<file path="src/rtl/iobus_serial_pkg.sv">
`timescale 1ns/1ps
package iobus_serial_pkg;

    // One bit per qualified bus cycle kind
    typedef struct packed {
        logic rd;   // I/O read, not an acknowledge
        logic wr;   // I/O write
        logic ack;  // interrupt acknowledge
    } bus_cyc_t;

    // Pin positions inside the synchronizer chain
    localparam int PIN_IORQ = 0;
    localparam int PIN_RD   = 1;
    localparam int PIN_WR   = 2;
    localparam int PIN_M1   = 3;
    localparam int PIN_CNT  = 4;

endpackage

</file>
<file path="src/rtl/iobus_strobe_sync.sv">
`timescale 1ns/1ps
module iobus_strobe_sync
    import iobus_serial_pkg::*;
#(
    parameter int STAGES = 2
) (
    input  logic     clk_i,
    input  logic     rst_ni,
    input  logic     iorq_n_i,
    input  logic     rd_n_i,
    input  logic     wr_n_i,
    input  logic     m1_n_i,
    output bus_cyc_t lvl_o,
    output bus_cyc_t evt_o
);

    typedef struct packed {
        logic [STAGES-1:0][PIN_CNT-1:0] chain;
        bus_cyc_t                       prev;
    } sync_st_t;

    sync_st_t s_d, s_q;
    logic [PIN_CNT-1:0] pins_s;

    assign pins_s = s_q.chain[STAGES-1];

    // Qualified cycle levels from synchronized pins
    assign lvl_o.rd  = !pins_s[PIN_IORQ] && !pins_s[PIN_RD] && pins_s[PIN_M1];
    assign lvl_o.wr  = !pins_s[PIN_IORQ] && !pins_s[PIN_WR] && pins_s[PIN_M1];
    assign lvl_o.ack = !pins_s[PIN_IORQ] && !pins_s[PIN_M1];

    // Leading-edge events: one cycle per strobe assertion
    assign evt_o = bus_cyc_t'(lvl_o & ~s_q.prev);

    always_comb begin
        s_d = s_q;
        s_d.chain[0][PIN_IORQ] = iorq_n_i;
        s_d.chain[0][PIN_RD]   = rd_n_i;
        s_d.chain[0][PIN_WR]   = wr_n_i;
        s_d.chain[0][PIN_M1]   = m1_n_i;
        s_d.prev = lvl_o;
    end

    for (genvar g = 1; g < STAGES; g++) begin : g_stage
        always_ff @(posedge clk_i or negedge rst_ni) begin
            if (!rst_ni) begin
                s_q.chain[g] <= '1;
            end else begin
                s_q.chain[g] <= s_q.chain[g-1];
            end
        end
    end

    always_ff @(posedge clk_i or negedge rst_ni) begin
        if (!rst_ni) begin
            s_q.chain[0] <= '1;
            s_q.prev     <= '0;
        end else begin
            s_q.chain[0] <= s_d.chain[0];
            s_q.prev     <= s_d.prev;
        end
    end

    AST_RD_ONCE:  assert property (@(posedge clk_i) disable iff (!rst_ni)
        evt_o.rd |=> !evt_o.rd);
    AST_WR_ONCE:  assert property (@(posedge clk_i) disable iff (!rst_ni)
        evt_o.wr |=> !evt_o.wr);
    AST_ACK_ONCE: assert property (@(posedge clk_i) disable iff (!rst_ni)
        evt_o.ack |=> !evt_o.ack);

endmodule

</file>
<file path="src/rtl/iobus_rx_hold.sv">
`timescale 1ns/1ps
module iobus_rx_hold #(
    parameter int DATA_W = 8
) (
    input  logic              clk_i,
    input  logic              rst_ni,
    input  logic              rx_valid_i,
    input  logic [DATA_W-1:0] rx_data_i,
    input  logic              ack_evt_i,
    input  logic              ovr_clr_i,
    output logic [DATA_W-1:0] buf_o,
    output logic              pend_o,
    output logic              ovr_o
);

    typedef struct packed {
        logic [DATA_W-1:0] hold;
        logic              pend;
        logic              ovr;
    } rx_st_t;

    rx_st_t s_d, s_q;

    always_comb begin
        s_d = s_q;
        // Clears first, then arrivals, so a same-cycle arrival wins
        if (ack_evt_i) begin
            s_d.pend = 1'b0;
        end
        if (ovr_clr_i) begin
            s_d.ovr = 1'b0;
        end
        if (rx_valid_i) begin
            s_d.hold = rx_data_i;
            s_d.pend = 1'b1;
            if (s_q.pend && !ack_evt_i) begin
                s_d.ovr = 1'b1;
            end
        end
    end

    always_ff @(posedge clk_i or negedge rst_ni) begin
        if (!rst_ni) begin
            s_q <= '0;
        end else begin
            s_q <= s_d;
        end
    end

    assign buf_o  = s_q.hold;
    assign pend_o = s_q.pend;
    assign ovr_o  = s_q.ovr;

    AST_RX_CAPTURE:  assert property (@(posedge clk_i) disable iff (!rst_ni)
        rx_valid_i |=> (pend_o && buf_o == $past(rx_data_i)));
    AST_INT_HOLD:    assert property (@(posedge clk_i) disable iff (!rst_ni)
        (pend_o && !ack_evt_i) |=> pend_o);
    AST_ACK_RELEASE: assert property (@(posedge clk_i) disable iff (!rst_ni)
        (ack_evt_i && !rx_valid_i) |=> !pend_o);
    AST_ACK_RX_RACE: assert property (@(posedge clk_i) disable iff (!rst_ni)
        (ack_evt_i && rx_valid_i && !ovr_clr_i) |=> (pend_o && ovr_o == $past(ovr_o)));
    AST_OVR_SET:     assert property (@(posedge clk_i) disable iff (!rst_ni)
        (rx_valid_i && pend_o && !ack_evt_i) |=> ovr_o);

endmodule

</file>
<file path="src/rtl/iobus_tx_vec.sv">
`timescale 1ns/1ps
module iobus_tx_vec #(
    parameter int                DATA_W    = 8,
    parameter logic [DATA_W-1:0] VEC_RESET = '1
) (
    input  logic              clk_i,
    input  logic              rst_ni,
    input  logic              send_i,
    input  logic [DATA_W-1:0] send_data_i,
    input  logic              vec_load_i,
    input  logic [DATA_W-1:0] vec_i,
    output logic              tx_valid_o,
    output logic [DATA_W-1:0] tx_data_o,
    output logic [DATA_W-1:0] vec_o
);

    typedef struct packed {
        logic              txv;
        logic [DATA_W-1:0] txd;
        logic [DATA_W-1:0] vec;
    } tx_st_t;

    tx_st_t s_d, s_q;

    always_comb begin
        s_d     = s_q;
        s_d.txv = send_i;
        if (send_i) begin
            s_d.txd = send_data_i;
        end
        if (vec_load_i) begin
            s_d.vec = vec_i;
        end
    end

    always_ff @(posedge clk_i or negedge rst_ni) begin
        if (!rst_ni) begin
            s_q.txv <= 1'b0;
            s_q.txd <= '0;
            s_q.vec <= VEC_RESET;
        end else begin
            s_q <= s_d;
        end
    end

    assign tx_valid_o = s_q.txv;
    assign tx_data_o  = s_q.txd;
    assign vec_o      = s_q.vec;

    AST_TX_SINGLE: assert property (@(posedge clk_i) disable iff (!rst_ni)
        tx_valid_o |=> !tx_valid_o);
    AST_TX_DATA:   assert property (@(posedge clk_i) disable iff (!rst_ni)
        send_i |=> (tx_valid_o && tx_data_o == $past(send_data_i)));
    AST_VEC_LOAD:  assert property (@(posedge clk_i) disable iff (!rst_ni)
        vec_load_i |=> (vec_o == $past(vec_i)));

endmodule

</file>
<file path="src/rtl/iobus_serial_port.sv">
`timescale 1ns/1ps
module iobus_serial_port
    import iobus_serial_pkg::*;
#(
    parameter int                DATA_W      = 8,
    parameter int                ADDR_W      = 8,
    parameter logic [ADDR_W-1:0] STATUS_ADDR = 8'h80,
    parameter logic [ADDR_W-1:0] DATA_ADDR   = 8'h81,
    parameter int                SYNC_STAGES = 2,
    parameter logic [DATA_W-1:0] VEC_RESET   = 8'hFF,
    parameter logic [DATA_W-2:0] STATUS_LOW  = 7'h03
) (
    input  logic              clk_i,
    input  logic              rst_ni,
    input  logic              iorq_n_i,
    input  logic              rd_n_i,
    input  logic              wr_n_i,
    input  logic              m1_n_i,
    input  logic [ADDR_W-1:0] addr_i,
    input  logic [DATA_W-1:0] data_i,
    output logic [DATA_W-1:0] data_o,
    output logic              data_oe_o,
    output logic              int_n_o,
    input  logic              rx_valid_i,
    input  logic [DATA_W-1:0] rx_data_i,
    output logic              tx_valid_o,
    output logic [DATA_W-1:0] tx_data_o,
    input  logic              vec_load_i,
    input  logic [DATA_W-1:0] vec_i
);

    bus_cyc_t          cyc_lvl, cyc_evt;
    logic              hit_status, hit_data;
    logic              ovr_clr, send;
    logic [DATA_W-1:0] rx_buf, vec;
    logic              pend, ovr;
    logic [DATA_W-1:0] status_byte;

    iobus_strobe_sync #(
        .STAGES (SYNC_STAGES)
    ) i_sync (
        .clk_i    (clk_i),
        .rst_ni   (rst_ni),
        .iorq_n_i (iorq_n_i),
        .rd_n_i   (rd_n_i),
        .wr_n_i   (wr_n_i),
        .m1_n_i   (m1_n_i),
        .lvl_o    (cyc_lvl),
        .evt_o    (cyc_evt)
    );

    assign hit_status = (addr_i == STATUS_ADDR);
    assign hit_data   = (addr_i == DATA_ADDR);
    assign ovr_clr    = cyc_evt.rd && hit_data;
    assign send       = cyc_evt.wr && hit_data;

    iobus_rx_hold #(
        .DATA_W (DATA_W)
    ) i_rx (
        .clk_i      (clk_i),
        .rst_ni     (rst_ni),
        .rx_valid_i (rx_valid_i),
        .rx_data_i  (rx_data_i),
        .ack_evt_i  (cyc_evt.ack),
        .ovr_clr_i  (ovr_clr),
        .buf_o      (rx_buf),
        .pend_o     (pend),
        .ovr_o      (ovr)
    );

    iobus_tx_vec #(
        .DATA_W    (DATA_W),
        .VEC_RESET (VEC_RESET)
    ) i_tx (
        .clk_i       (clk_i),
        .rst_ni      (rst_ni),
        .send_i      (send),
        .send_data_i (data_i),
        .vec_load_i  (vec_load_i),
        .vec_i       (vec_i),
        .tx_valid_o  (tx_valid_o),
        .tx_data_o   (tx_data_o),
        .vec_o       (vec)
    );

    assign status_byte = {ovr, STATUS_LOW};

    // Bus drive selection
    always_comb begin
        data_oe_o = 1'b0;
        data_o    = '0;
        if (cyc_lvl.ack) begin
            data_oe_o = 1'b1;
            data_o    = vec;
        end else if (cyc_lvl.rd && hit_data) begin
            data_oe_o = 1'b1;
            data_o    = rx_buf;
        end else if (cyc_lvl.rd && hit_status) begin
            data_oe_o = 1'b1;
            data_o    = status_byte;
        end
    end

    assign int_n_o = !pend;

    AST_ACK_VECTOR: assert property (@(posedge clk_i) disable iff (!rst_ni)
        cyc_lvl.ack |-> (data_oe_o && data_o == vec));
    AST_BUS_QUIET:  assert property (@(posedge clk_i) disable iff (!rst_ni)
        (!cyc_lvl.rd && !cyc_lvl.ack) |-> !data_oe_o);
    AST_STATUS_RDY: assert property (@(posedge clk_i) disable iff (!rst_ni)
        (cyc_lvl.rd && hit_status) |-> (data_o[1:0] == 2'b11));

endmodule

</file>
<file path="config.mk">
export PLATFORM = sky130hd
export DESIGN_NAME = iobus_serial_port
export DESIGN_NICKNAME = d
export VERILOG_FILES = /design/src/rtl/iobus_serial_pkg.sv /design/src/rtl/iobus_strobe_sync.sv /design/src/rtl/iobus_rx_hold.sv /design/src/rtl/iobus_tx_vec.sv /design/src/rtl/iobus_serial_port.sv
export SDC_FILE = /design/constraint.sdc
export NUM_CORES = 1
export LEC_CHECK = 0
export ABC_CLOCK_PERIOD_IN_PS = 5000
export CAP_MARGIN = 20
export CORE_UTILIZATION = 46
export DETAILED_ROUTE_END_ITERATION = 16
export GPL_TIMING_DRIVEN = 1
export PLACE_DENSITY = 0.91
export SYNTH_ARGS = -nofsm -noshare
export SYNTH_HDL_FRONTEND = slang
export SYNTH_SLANG_ARGS = --single-unit
</file>
<file path="constraint.sdc">
create_clock -name clk_i -period 5 [get_ports clk_i]
set_input_delay 1.5 -clock clk_i [delete_from_list [all_inputs] [get_ports clk_i]]
set_output_delay 1.5 -clock clk_i [all_outputs]
set_load 0.03 [all_outputs]
</file>
Word-level counts from Yosys, hierarchy flattened
Index checks and enable logic that the tools add are counted.
{"block": "classes", "muxes": 10, "n_reduce_logical": 17, "eq_ne": 2, "bitwise_logic": 2}
{"operator": "$mux 8", "count": 3}
{"operator": "$eq 8x8->1 const B", "count": 2}
{"operator": "$logic_and 1x1->1", "count": 10}
{"operator": "$logic_not 1->1", "count": 6}
{"operator": "$mux 1", "count": 6}
{"operator": "$and 3x3->3", "count": 1}
{"operator": "$not 3->3", "count": 1}
{"operator": "$mux 2", "count": 1}
{"operator": "$reduce_bool 2->1", "count": 1}
{"block": "word_totals", "output_inout_bits": 19, "ff_bits": 38, "elab_cells": 42}

Depth between registers and ports, before layout
Gate-level depths: netlist of the first run.
{"block": "depth", "word_depth": 8, "mapped_depth": 4}

Cells and area by module
Synthesis of the first run repeated with hierarchy kept, for this count alone.
{"block": "unflattened", "cells_unflattened": 100, "hier_area_um2": 1656.6}
{"mod": "iobus_tx_vec", "instances": 1, "area_each_um2": 698.2, "cells_per_inst": 35}
{"mod": "iobus_rx_hold", "instances": 1, "area_each_um2": 407.9, "cells_per_inst": 23}
{"mod": "iobus_strobe_sync", "instances": 1, "area_each_um2": 339.1, "cells_per_inst": 17}
{"mod": "iobus_serial_port", "instances": 1, "area_each_um2": 211.5, "cells_per_inst": 25}

Least setup slack after synthesis of the first run
OpenSTA, ideal clock, no wires.
{"block": "synth_path", "kind": "input -> output", "startpoint": "input addr_i[4]", "endpoint": "output data_o[2]", "t_required_ns": 3.500, "arrival_time_ns": 2.536, "stages": 4, "path_slack_ns": 0.964, "n_path_buf": 1, "cell_sequence": "nor4b_4 > and3_2 > buf_4 > a32o_1"}
{"block": "synth_via", "elab_chain_len": 4}
{"item": "from (decl)", "line_no": "iobus_serial_port.sv:19", "rtl": "input logic [ADDR_W-1:0] addr_i,"}
{"item": "$eq 8x8->1", "line_no": "iobus_serial_port.sv:53", "rtl": "assign hit_data = (addr_i == DATA_ADDR);"}
{"item": "$logic_and 1x1->1", "line_no": "iobus_serial_port.sv:95", "rtl": "end else if (cyc_lvl.rd && hit_data) begin"}
{"item": "$mux 8", "line_no": "iobus_serial_port.sv:95"}
{"item": "$mux 8", "line_no": "iobus_serial_port.sv:92", "rtl": "if (cyc_lvl.ack) begin"}
{"item": "to (decl)", "line_no": "iobus_serial_port.sv:21", "rtl": "output logic [DATA_W-1:0] data_o,"}
Every way passes these cells.

Worst setup path after layout of the first run
{"block": "layout_path", "startpoint": "input addr_i[4]", "endpoint": "output data_oe_o"}
{"block": "layout_via", "elab_chain_len": 5, "word_cells_on_any_way": 7}
{"item": "$eq 8x8->1", "line_no": "iobus_serial_port.sv:52", "rtl": "assign hit_status = (addr_i == STATUS_ADDR);"}
{"item": "$logic_and 1x1->1", "line_no": "iobus_serial_port.sv:98", "rtl": "end else if (cyc_lvl.rd && hit_status) begin"}
{"item": "$mux 1", "line_no": "iobus_serial_port.sv:98"}
{"item": "$mux 1 *", "line_no": "iobus_serial_port.sv:95"}
{"item": "$mux 1 *", "line_no": "iobus_serial_port.sv:92"}
{"item": "to (decl)", "line_no": "iobus_serial_port.sv:22", "rtl": "output logic data_oe_o,"}
Mark *: on every way between the ends. The rest lies on a longest branch, timed or not.

==> results of run 1 <==
## final timing paths
kind                                  start                 to  cells past startpoint
min in group asynchronous            rst_ni      i_rx.buf_o[3]                      1
max                               addr_i[4]          data_oe_o                      5
min reg2reg                   i_sync.s_q[4]   i_sync.pins_s[1]                      0
max in group asynchronous            rst_ni  i_tx.tx_data_o[2]                      1
min                           i_sync.s_q[4]   i_sync.pins_s[1]                      0
max reg2reg                i_sync.pins_s[3]  i_tx.tx_data_o[2]                      3
## logic make-up after synthesis
kind of cell           synth area share, %
AOI/OAI and AO/OA                    6.209
buffers and inverters                1.987
DFF                                  64.24
muxes                                18.63
and+or+nand+nor                      8.940
## per-stage QoR
stage / setup slack, ns / total power, W / hold WS, ns / std cells / util [%]
final: 0.1718 / 0.0005903 / 0.3593 / 203 / 71.30
after global routing: 0.1023 / 0.0006232 / 0.3656 / 203 / 71.30
after CTS: 0.1556 / 0.0006012 / 0.3623 / 203 / 71.30
after detailed placement: 0.1543 / 0.0004388 / 0.3470 / 195 / 69.35
after global placement: 0.2057 / 0.0004350 / 0.3463 / 195 / 69.35
after floorplan: 0.9638 / 0.0003846 / 0.3452 / 93 / -
## routing by layer
layer / up-vias / track usage, % / share of wire (%)
li1: 470 / - / -
met1: 489 / 22.27 / 38
met2: 37 / 35.63 / 54
met3: 0 / 9.170 / 7.4
met4: 0 / 5.102 / 0
met5: - / 0 / 0
## synth_stat cells, types with 2 or more instances
cell	n	share of area (%)
nand2b_1	2	0.83
clkbuf_1	2	0.50
a32o_1	6	4.0
dfstp_2	16	28
dfrtp_1	22	36
inv_1	2	0.50
a22o_1	3	1.7
nor3b_2	2	1.7
buf_4	2	0.99
mux2_2	25	19
nor2b_1	2	0.83
## area by class of cell
cell class | count | area share, %
clock buffer | 7 | 2.509
tap | 44 | 2.509
inverter | 2 | 0.3421
multi-input combinational | 49 | 23.26
clock inverter | 1 | 0.2281
timing repair buffer | 62 | 26.91
sequential | 38 | 44.24
## worst max-delay path, cell delays in order
cell             delay (ns)
clkdlybuf4s50_1        0.44
nor4b_4                0.30
and3_2                 0.27
or2_2                  0.13
clkdlybuf4s50_1        0.69
## registers in the layout (all words and copies together), names as in the netlist
| register | flops |
|---|---|
| i_tx.vec_o | 8 |
| i_tx.tx_valid_o | 1 |
| i_sync.pins_s | 4 |
| i_sync.s_q | 7 |
| i_rx.buf_o | 8 |
| i_rx.pend_o | 1 |
| i_tx.tx_data_o | 8 |
| i_rx.ovr_o | 1 |
## report_power, final
part / total (W) / switching, W / internal, W
logic: 0.0000888 / 0.0000355 / 0.0000533
registers: 0.000343 / 0.00000951 / 0.000333
clock network: 0.000159 / 0.0000905 / 0.0000682
==> out/results.tsv, run 1 <==
metric	value	unit
status	completed	
Cell Area, Placed	2135	um2
Initial Util	49.11	%
type of the worst min-delay path	reg -> reg	
number of flops mapped to enable cells by yosys	0	
flops & latches, synth	38	
Detailed Routing Iterations Pass 1	4	
number of global-route vias before repair	1091	
DRC	0	
syn avg cell area	16.25	um2
share of cells above drive strength 1	41.51	%
htree depth	2	
Synth-to-Final Area Change	45.20	%
clock tree from TritonCTS	yes	
Tightest Pin Transition	0.8113	ns
ANT cells	0	
Max Cap Viol	0	
via count	996	
RSZ-0062 raised after global routing	false	
pin count of the biggest net entering global routing	39	
final slew viol count	0	
row count	20	
I/O Buffers	58	
Slew headroom	45.92	%
total CTS buffers	5	
Synth Warn #	0	
commonest register cell after synthesis	dfrtp_1	
Synth Cell Area	1511	um2
synth unique cells	20	
Final Cycle Share	96.56	%
clock slew at reported path FFs	0.10	ns
Period minus WS final	4.828	ns
multi-input logic area	510.5	um2
Sink Count	38	
Post-Route WL	3071	um
Routed Antenna Nets	0	
crit path max fanout	4	
Required @ worst endpoint	3.50	ns
post-CTS sizing	0	
GRT Util Overall	20.33	%
final instance area	2195	um2
first-pass GRT wire length	5085	um
crit path DAT	3.33	ns
Placer Congestion	0.7357	
Fin. Hold Viols	0	
R2R Setup Slk	3.52	ns
I/O pin total	59	
CP Capture Type	primary output	
die area	3519	um2
Clock Latency Late Sink	0.32	ns
fillers	225	
CP Class	in -> out	
clk buf depth	2	
DR iter-0 viols	16	
Peak supply drop	0.2213	mV
Setup-failing EPs final	0	
setup tns final	0	ns
Die W	59.32	um
most common cell after layout, fill and taps aside	clkdlybuf4s50_1	
number of antenna violations at the first check in global routing	0	
postcts setup bufs	0	
Die Y	59.32	um
syn nets	133	
most frequent cells in the layout	clkdlybuf4s50_1 (51), mux2_2 (25), dfrtp_1 (22), dfstp_2 (16), buf_4 (10)	
vias per inst	4.906	
Max Clock Freq	207.1	MHz
Startpoint Class	input port	
CTS Root Cell	clkbuf_4	
total grt overflow	0	
PwrDens	269.0	nW/um2
Reg area	970.9	um2
sequential element share of the synthesized area	64.24	%
P_leak	0.9440	nW
CTS Hold Buffers Added	0	
CORE AREA	3078	um2
layout net count	198	
Post-Synthesis Cells	93	
clock skew	0.009288	ns
Async SR Flop Fraction	100.0	%
Avg WL per Cell	15.13	um
Power figures use the tool's default switching activity.
==> run 2, diff against run 1 <==
- CORE_UTILIZATION: 46 -> 30
- CTS_CLUSTER_SIZE: unset -> 12
- PLACE_DENSITY: 0.91 -> 0.66
==> run 2 against run 1 <==
  * Fmax rose by 5.0%
  * Sequential power barely moved
  * Worst hold slack worse by 0.0026 ns
  * Die area grew 51%
  * Sequential share of layout area down 0.60 points
  * Flip-flop and latch count unchanged
  * Clock-buffer cell count unchanged
  * Register-to-register slack is essentially flat
  * First-iteration DRC count grew 63%
  * Global-route usage shrank 7.4 points
  * Largest power group unchanged
  * Combinational power down 2%
==> out/results.tsv, run 2 (synthesis results as in run 1) <==
metric	value	unit	change
Setup-failing EPs final	0		unchanged
Clock Latency Late Sink	0.28	ns	-0.04 ns
number of global-route vias before repair	1107		+1.5%
Startpoint Class	input port		
final slew viol count	0		unchanged
Required @ worst endpoint	3.50	ns	about the same
CTS Root Cell	clkbuf_8		
most common cell after layout, fill and taps aside	clkdlybuf4s50_1		
share of cells above drive strength 1	42.31	%	+0.80 points
htree depth	2		unchanged
layout net count	195		-1.5%
clock slew at reported path FFs	0.07	ns	-0.03 ns
pre-CTS setup slack	0.3676	ns	+0.2134 ns
type of the worst min-delay path	reg -> reg		
Initial Util	31.58	%	-18 points
Hold Path Origin	i_sync.s_q[5]		
row count	25		+25%
postcts setup bufs	0		unchanged
Synth-to-Final Area Change	47.19	%	
Peak supply drop	0.1495	mV	-32%
pin count of the biggest net entering global routing	39		unchanged
Post-Route WL	3063	um	-0.26%
fillers	448		+99%
Die W	72.98	um	+23%
PwrDens	288.2	nW/um2	+7.1%
clock skew	0.005718	ns	-0.003570 ns
CP Class	in -> out		
total CTS buffers	5		unchanged
Slew headroom	46.29	%	+0.37 points
RSZ-0062 raised after global routing	false		
Placer Congestion	0.6350		-14%
Tightest Pin Transition	0.8057	ns	-0.005598 ns
Avg WL per Cell	13.74	um	-9.2%
status	completed		
Routed Antenna Nets	0		unchanged
P_leak	0.9458	nW	+0.20%
CP Capture Type	primary output		
CORE AREA	4786	um2	+55%
Max Clock Freq	217.4	MHz	+5.0%
vias per inst	4.493		-8.4%
via count	1002		+0.60%
DP Wirelength	2304	um	
ANT cells	0		unchanged
number of antenna violations at the first check in global routing	0		unchanged
I/O Buffers	58		unchanged
most frequent cells in the layout	clkdlybuf4s50_1 (48), mux2_2 (25), dfrtp_1 (22), dfstp_2 (16), buf_4 (10)		
first-pass GRT wire length	5002	um	-1.6%
Final Cycle Share	92.00	%	-4.6 points
I/O pin total	59		unchanged
setup tns final	0	ns	unchanged
worst setup path start	addr_i[4]		
DRC	0		unchanged
post-CTS sizing	0		unchanged
GRT Util Overall	12.95	%	-7.4 points
CTS Hold Buffers Added	0		unchanged
crit path max fanout	9		+5
Period minus WS final	4.600	ns	-0.2282 ns
total grt overflow	0		unchanged
die area	5326	um2	+51%
Die Y	72.98	um	+23%
Fin. Hold Viols	0		unchanged
beginning of the worst register-to-register path	i_sync.pins_s[3]		
post-route setup slack	0.4000	ns	+0.2282 ns
Max Cap Viol	0		unchanged
clk buf depth	2		unchanged
DR iter-0 viols	26		+10
crit path DAT	3.10	ns	-0.23 ns
clock tree from TritonCTS	yes		
Detailed Routing Iterations Pass 1	3		-1
Sink Count	38		unchanged
run 2: cell count changes in the layout (fill, tap and decap cells not counted), sizes merged:
cell,previous run,this run
clkdlybuf4s50,51,48
run 2: layer usage:
layer / vias up / share of wire, % / GRT usage [%]
li1: 460 / - / -
met1: 494 / 40 / 14.02
met2: 44 / 50 / 21.40
met4: 0 / 0.95 / 4.575
met3: 4 / 9.5 / 7.044
met5: - / 0 / 0
run 2: report_power, final:
group / internal [W] / switching, W / total, W
clock: 0.000111 / 0.0000998 / 0.000211
combinational: 0.0000521 / 0.0000351 / 0.0000872
sequential: 0.000334 / 0.00000946 / 0.000343
run 2: final cells by class:
cell class | instances | area (um2) | area share (%)
repair buffers | 59 | 560.5 | 25.20
clock buffers | 7 | 86.33 | 3.881
multi-input cells | 49 | 510.5 | 22.95
clock inverters | 1 | 5.005 | 0.2250
well taps | 67 | 83.83 | 3.768
flip-flops and latches | 38 | 970.9 | 43.64
inverters | 2 | 7.507 | 0.3375
run 2: worst max-delay path, stage by stage:
cell and delay [ns]:
clkdlybuf4s50_1 0.45, nor4b_4 0.41, and3_2 0.38, a32o_1 0.20
buf_4 0.16
run 2: final timing paths:
kind / depth (start not counted) / end / slack (ns)
setup / recovery: 5 / data_o[2] / 0.40
hold reg to reg: 0 / i_sync.pins_s[2] / 0.36
hold / removal: 0 / i_sync.pins_s[2] / 0.36
min in group asynchronous: 1 / i_rx.pend_o / 1.30
setup reg to reg: 3 / i_tx.tx_data_o[0] / 3.51
max in group asynchronous: 1 / i_rx.buf_o[6] / 3.18
run 2: per-stage QoR:
stage	instances	utilization (%)	hold slack, ns	total power [W]	instance area [um2]
CTS	223	46.48	0.3577	0.0006526	2225
floorplan	93	-	0.3452	0.0003846	1511
global route	223	46.48	0.3592	0.0006715	2225
global placement	215	44.58	0.3468	0.0004343	2133
finish	223	46.48	0.3567	0.0006411	2225
detailed placement	215	44.58	0.3473	0.0004375	2133
